**config.mk**
```make
export PLATFORM = sky130hd
export DESIGN_NAME = ldu_hazard_ctrl
export DESIGN_NICKNAME = d
export VERILOG_FILES = /design/src/rtl/hzd_pkg.sv /design/src/rtl/hzd_src_chk.sv /design/src/rtl/hzd_fwd_pipe.sv /design/src/rtl/ldu_hazard_ctrl.sv
export SDC_FILE = /design/constraint.sdc
export NUM_CORES = 1
export LEC_CHECK = 0
export BUFFER_PORTS_ARGS = -buffer_cell sky130_fd_sc_hd__buf_4
export CORE_AREA = 2 2 49 55
export DETAILED_ROUTE_END_ITERATION = 10
export DIE_AREA = 0 0 51 57
export PLACE_DENSITY = 0.85
export SKIP_CTS_REPAIR_TIMING = 1
export SYNTH_ARGS = -nofsm -noshare
export SYNTH_HDL_FRONTEND = slang
export SYNTH_SLANG_ARGS = --single-unit
export TNS_END_PERCENT = 30
```
**constraint.sdc**
```tcl
create_clock -name clk_i -period 1.8 [get_ports clk_i]
set_input_delay 0 -clock clk_i [delete_from_list [all_inputs] [get_ports clk_i]]
set_output_delay 0 -clock clk_i [all_outputs]
set_load 0.02 [all_outputs]
```
**src/rtl/hzd_pkg.sv**
```systemverilog
package hzd_pkg;
  localparam int unsigned NUM_STG = 5;
  localparam int unsigned STG_RR  = 0;
  localparam int unsigned STG_EX  = 1;
  localparam int unsigned STG_M1  = 2;
  localparam int unsigned STG_M2  = 3;
  localparam int unsigned STG_WB  = 4;

  typedef enum logic [1:0] {
    FWD_RF = 2'd0,
    FWD_M1 = 2'd1,
    FWD_M2 = 2'd2,
    FWD_WB = 2'd3
  } fwd_sel_e;
endpackage

```
**src/rtl/hzd_src_chk.sv**
```systemverilog
module hzd_src_chk
  import hzd_pkg::*;
#(
  parameter int unsigned AW        = 5,
  parameter bit          BYPASS_EN = 1'b1
) (
  input  logic                            de_valid_i,
  input  logic                            src_en_i,
  input  logic [AW-1:0]                   src_i,
  input  logic [NUM_STG-1:0]              stg_valid_i,
  input  logic [NUM_STG-1:0]              stg_we_i,
  input  logic [NUM_STG-1:0]              stg_ld_i,
  input  logic [NUM_STG-1:0][AW-1:0]      stg_rd_i,
  output logic                            stall_o,
  output fwd_sel_e                        sel_o
);
  localparam int unsigned IW = $clog2(NUM_STG);

  logic               src_live;
  logic [NUM_STG-1:0] hit;
  logic               any_hit;
  logic               hit_ld;
  logic [IW-1:0]      hit_idx;

  assign src_live = de_valid_i & src_en_i & (src_i != '0);

  for (genvar g = 0; g < NUM_STG; g++) begin : g_cmp
    assign hit[g] = src_live & stg_valid_i[g] & stg_we_i[g] & (stg_rd_i[g] == src_i);
  end

  // youngest producer wins: scan oldest to youngest, last write stays
  always_comb begin
    any_hit = |hit;
    hit_idx = '0;
    hit_ld  = 1'b0;
    for (int k = int'(NUM_STG) - 1; k >= 0; k--) begin
      if (hit[k]) begin
        hit_idx = IW'(k);
        hit_ld  = stg_ld_i[k];
      end
    end
  end

  if (BYPASS_EN) begin : g_byp
    always_comb begin
      stall_o = 1'b0;
      sel_o   = FWD_RF;
      if (any_hit) begin
        if (hit_ld) begin
          stall_o = (hit_idx == IW'(STG_RR)) || (hit_idx == IW'(STG_EX)) ||
                    (hit_idx == IW'(STG_M2));
          if (hit_idx == IW'(STG_M1)) sel_o = FWD_WB;
        end else begin
          if (hit_idx == IW'(STG_RR))      sel_o = FWD_M1;
          else if (hit_idx == IW'(STG_EX)) sel_o = FWD_M2;
        end
      end
    end
  end else begin : g_nobyp
    assign sel_o   = FWD_RF;
    assign stall_o = any_hit & (hit_ld ? (hit_idx <= IW'(STG_M2))
                                       : (hit_idx <= IW'(STG_EX)));
  end
endmodule

```
**src/rtl/hzd_fwd_pipe.sv**
```systemverilog
module hzd_fwd_pipe #(
  parameter int unsigned NUM_SRC = 2
) (
  input  logic                    clk_i,
  input  logic                    rst_ni,
  input  logic                    adv_i,
  input  logic [NUM_SRC-1:0][1:0] sel_de_i,
  output logic [NUM_SRC-1:0][1:0] sel_ex_o
);
  logic [NUM_SRC-1:0][1:0] sel_rr_q;
  logic [NUM_SRC-1:0][1:0] sel_ex_q;

  // RR gets a zero code on a bubble; RR to ALU always advances
  always_ff @(posedge clk_i or negedge rst_ni) begin
    if (!rst_ni) begin
      sel_rr_q <= '0;
      sel_ex_q <= '0;
    end else begin
      sel_rr_q <= adv_i ? sel_de_i : '0;
      sel_ex_q <= sel_rr_q;
    end
  end

  assign sel_ex_o = sel_ex_q;
endmodule

```
**src/rtl/ldu_hazard_ctrl.sv**
```systemverilog
module ldu_hazard_ctrl
  import hzd_pkg::*;
#(
  parameter int unsigned AW        = 5,
  parameter int unsigned NUM_SRC   = 2,
  parameter bit          BYPASS_EN = 1'b1
) (
  input  logic                       clk_i,
  input  logic                       rst_ni,
  input  logic                       de2_valid_i,
  input  logic [NUM_SRC-1:0][AW-1:0] de2_src_i,
  input  logic [NUM_SRC-1:0]         de2_src_en_i,
  input  logic [4:0]                 stg_valid_i,
  input  logic [4:0]                 stg_we_i,
  input  logic [4:0]                 stg_ld_i,
  input  logic [4:0][AW-1:0]         stg_rd_i,
  output logic                       fetch_hold_o,
  output logic                       decode_hold_o,
  output logic                       rr_bubble_o,
  output logic [NUM_SRC-1:0][1:0]    ex_fwd_sel_o
);
  logic [NUM_SRC-1:0]      src_stall;
  logic [NUM_SRC-1:0][1:0] src_sel;
  logic                    hazard;

  for (genvar s = 0; s < NUM_SRC; s++) begin : g_src
    fwd_sel_e sel_e;
    hzd_src_chk #(
      .AW        (AW),
      .BYPASS_EN (BYPASS_EN)
    ) u_src (
      .de_valid_i  (de2_valid_i),
      .src_en_i    (de2_src_en_i[s]),
      .src_i       (de2_src_i[s]),
      .stg_valid_i (stg_valid_i),
      .stg_we_i    (stg_we_i),
      .stg_ld_i    (stg_ld_i),
      .stg_rd_i    (stg_rd_i),
      .stall_o     (src_stall[s]),
      .sel_o       (sel_e)
    );
    assign src_sel[s] = sel_e;
  end

  assign hazard        = |src_stall;
  assign fetch_hold_o  = hazard;
  assign decode_hold_o = hazard;
  assign rr_bubble_o   = hazard;

  hzd_fwd_pipe #(
    .NUM_SRC (NUM_SRC)
  ) u_fwd (
    .clk_i    (clk_i),
    .rst_ni   (rst_ni),
    .adv_i    (~hazard),
    .sel_de_i (src_sel),
    .sel_ex_o (ex_fwd_sel_o)
  );
endmodule

```
# Word-level counts from Yosys, hierarchy flattened
# Cells that the tools add are included.
# op_classes
n_eq_ne	16
n_reduce_logical	11
muxes	35
bitwise_logic	34
# ops
cell	n
5-bit == test	10
1-bit bitwise AND	34
3-bit two-way mux	10
2-bit two-way mux	10
1-bit two-way mux	14
3-bit by 2-bit == test with 1-bit output, second input constant	4
5-bit nonzero test	2
5-bit OR reduction	2
3-bit by 1-bit == test with 1-bit output, second input constant	2
3-bit zero test	2
1-bit logical OR	4
4-bit two-way mux	1
2-bit OR reduction	1
# word_totals
wordCells	100
output_inout_bits	7
register_bits	8
inputBits	55

# Logic depth before layout (Yosys ltp)
# depth
depth_word	17
ltp_mapped	8
depth_no_buf	6

# Modules after synthesis
# Synthesis repeated with hierarchy kept, for this count alone.
# unflattened
hier_cells	118
area_unflattened_um2	1006.0
# modules_own_cells
mod	area_each_um2	seq_area_each_um2	instances	cells_each
hzd_src_chk	377.9	0.0	2	51
hzd_fwd_pipe	225.2	200.2	1	12
ldu_hazard_ctrl	25.0	0.0	1	4

# Worst setup path after synthesis
# No wires, ideal clock.
# synth_timing
kind	input port to output port
from	input port de2_src_i[0] (netlist name)
to	output port fetch_hold_o
cell_stages	7
arrival_ps	1787
required_time_ps	1800
setup_slack_ps	13
n_path_buf	2
cell_sequence	buf_2 > or3_4 > o311a_4 > and3_2 > o31a_1 > or2_1 > buf_4
# synth_via
elab_chain_len	16
elab_cells_between_ends	41
cone_classes	7 x eq/ne; 12 x mux; 16 x bitwise; 6 x reduce/logical
# synth_lines
element	line	text
start, declared	ldu_hazard_ctrl.sv:11	input logic [NUM_SRC-1:0][AW-1:0] de2_src_i,
5-bit nonzero test	hzd_src_chk.sv:25	assign src_live = de_valid_i & src_en_i & (src_i != '0);
1-bit bitwise AND	hzd_src_chk.sv:25	
1-bit bitwise AND (3 in series)	hzd_src_chk.sv:28	assign hit[g] = src_live & stg_valid_i[g] & stg_we_i[g] & (stg_rd_i[g] == src_i);
3-bit two-way mux (5 in series)	hzd_src_chk.sv:37	if (hit[k]) begin
3-bit by 1-bit == test with 1-bit output / 3-bit zero test (equally long branches)	hzd_src_chk.sv:50	stall_o = (hit_idx == IW'(STG_RR)) || (hit_idx == IW'(STG_EX)) ||
1-bit logical OR (2 in series)	hzd_src_chk.sv:50	
1-bit two-way mux	hzd_src_chk.sv:49	if (hit_ld) begin
1-bit two-way mux (*)	hzd_src_chk.sv:48	if (any_hit) begin
2-bit OR reduction (*)	ldu_hazard_ctrl.sv:45	assign hazard = |src_stall;
end, declared	ldu_hazard_ctrl.sv:17	output logic fetch_hold_o,
# Mark *: on every way between the ends. The rest lies on a longest branch, timed or not.

# Final worst setup path
# layout_timing
from	input port de2_src_i[4] (netlist name)
to	output port fetch_hold_o
# Same word-level chain as after synthesis.

==> out/results.tsv <==
metric	value	unit
status	completed	
sequential area share after synthesis	21.3	%
CTS H-tree depth	1	
Max Slew Vio Count	0	
share of post-route cells with drive strength above 1	42.5	%
P_leak	0.000635	uW
Placer Congestion	0.814	
largest net degree at the start of global routing	9	
Core Region	0.00240	mm^2
FP Rows	19	
root buffer cell	clkbuf_4	
required time worst endpoint	1.80	ns
CTS sink count	8	
Hold Crit Depth	4	
Async SR Flop Fraction	100	%
WL final	2500	um
Fin Hold WS	0.0688	ns
RSZ-0062 raised after global routing	false	
initial antenna violation count	0	
Post-DRT Antenna Nets	0	
hold endpoint	u_fwd.sel_rr_q[0]	
area leader, netlist	dfrtp_1	
Initial Util	39.1	%
final core occ	57.6	%
Congestion Overflow GR	0	
HP Class	in -> reg	
Max-Cap Viols	0	
final setup violation count	0	
cells after synthesis	111	
Ant. Diodes	0	
Setup Crit Path Kind	in -> out	
count leader, synth	xor2_1	
Worst Path Max Fanout	6	
crit path launch type	primary input	
CTS buffer count	3	
Synth area leaders	dfrtp_1 21%, xor2_1 21%, xnor2_1 17%, nand4_1 4.7%, nor3_1 3.2%	
Worst setup EP type	output port	
Syn-to-layout area delta	47.3	%
routed via count	990	
Clock Pin Slew Worst Setup and Hold Paths	0.05	ns
yosys synthesis warning count	0	
Post-synth EDFFs	0	
r2r setup slk	1.34	ns
die area	0.00291	mm^2
worst hold start	stg_ld_i[0]	
Worst R2R Start	u_fwd.sel_rr_q[1]	
Ports	62	
Max IR drop VDD	250	uV
r2r endpoint	u_fwd.sel_ex_o[1]	
max_slew headroom	68.0	%
pwr dens	388	mW/mm^2
first-pass GRT wire length	4080	um
DRC	0	
Register-to-Register Path Depth	0	
fin crit share	98.5	%
Die Y	57	um
Post-layout nets	217	
Die W	51	um
Least-Margin Pin Slew	0.476	ns
vias per cell	5.18	
post-DP HPWL	2240	um
synth cell count leaders	22 x xor2_1, 18 x xnor2_1, 8 x dfrtp_1, 7 x clkbuf_1, 7 x nand4_1	
pre-CTS WS	0.0192	ns
Syn Std Cell Area	938	um^2
Synth cell types	30	
Setup WS post-layout	0.0268	ns
clk_skew	0.000150	ns
Mapped Avg Cell Area	8.45	um^2
Synth Flop Type	dfrtp_1	
CTS tree	yes	
post-route setup TNS	0	ns
Max Freq	564	MHz
final hold vios	0	
First DRT Iteration DRCs	15	
Worst EP arrival	1.77	ns
clk_lat worst skew	0.24	ns
flip-flop and latch count after synthesis	8	
syn_nets	166	
DR pass1 iterations	4	
fin crit period	1.77	ns
total track usage	18.8	%
Max clock buf depth	2	
Port Buffer Count	53	
area share of the largest cell type after synthesis	21.3	%
vias in the first global route	980	
WL/cell	13.1	um
cell families (layout without fill, tap and decap cells):
| group | Yosys count | in the layout | synth area share, % |
|---|---|---|---|
| xor+xnor | 40 | 40 | 37.3 |
| flops | 8 | 8 | 21.3 |
| simple gates | 40 | 40 | 24.7 |
| buf+inv | 14 | 63 | 7.47 |
| compound gates | 8 | 8 | 8.00 |
| mux | 1 | 1 | 1.20 |
worst max-delay path by stage:
stage                         endpoint  slack (ns)  cells after the start          from
after global placement     rr_bubble_o        0.08                      8  de2_src_i[4]
final                     fetch_hold_o        0.03                      7  de2_src_i[4]
after floorplan           fetch_hold_o        0.01                      7  de2_src_i[0]
after CTS                 fetch_hold_o        0.02                      8  de2_src_i[4]
after global routing      fetch_hold_o        0.01                      8  de2_src_i[5]
after detailed placement  fetch_hold_o        0.02                      8  de2_src_i[4]
critical path: stages:
cell,delay [ns]
buf_4,0.12
or3_4,0.38
o311a_4,0.35
and3_2,0.21
o31a_1,0.31
or2_4,0.25
buf_4,0.16
flip-flops by register name (all words and copies together), names as in the netlist:
name,cells
u_fwd.sel_ex_o,4
u_fwd.sel_rr_q,4
cell type report:
type,count,area [um^2]
Inverter,2,7.51
Multi-Input combinational cell,89,676
Sequential cell,8,200
Timing Repair Buffer,58,438
Tap cell,31,38.8
Clock buffer,3,22.5
Fill cell,214,1020
where the power goes:
part	total, uW	switching (uW)	internal, uW
Clock	125	49.7	75.5
Combinational	230	102	128
Sequential	181	0.118	181
Total	536	152	385
through the flow:
stage               std cells  power (uW)  area, um^2
floorplan                 111         298         938
global placement          186         402        1340
detailed placement        186         410        1340
CTS                       189         542        1360
global route              191         578        1380
finish                    191         536        1380
cells in the final DEF (no fill, tap or decap), types with 2 or more instances in the layout:
cell type,instances
nor3b_1,2
nand4_1,7
nor3_1,5
clkbuf_4,3
nand2_1,6
nor4_1,4
o21ai_0,2
xor2_1,22
inv_1,2
dfrtp_1,8
nand3_1,4
nor2_1,3
buf_4,57
or3_1,2
xnor2_1,18
routing by layer:
metal | wire length (um) | GRT usage (%) | up-vias
met1 | 903 | 19.1 | 442
li1 | - | - | 476
met4 | 91 | 11.2 | 0
met3 | 204 | 3.14 | 10
met5 | 0 | 0 | -
met2 | 1300 | 34.9 | 62
No activity file was read; power rests on OpenSTA's default activity.
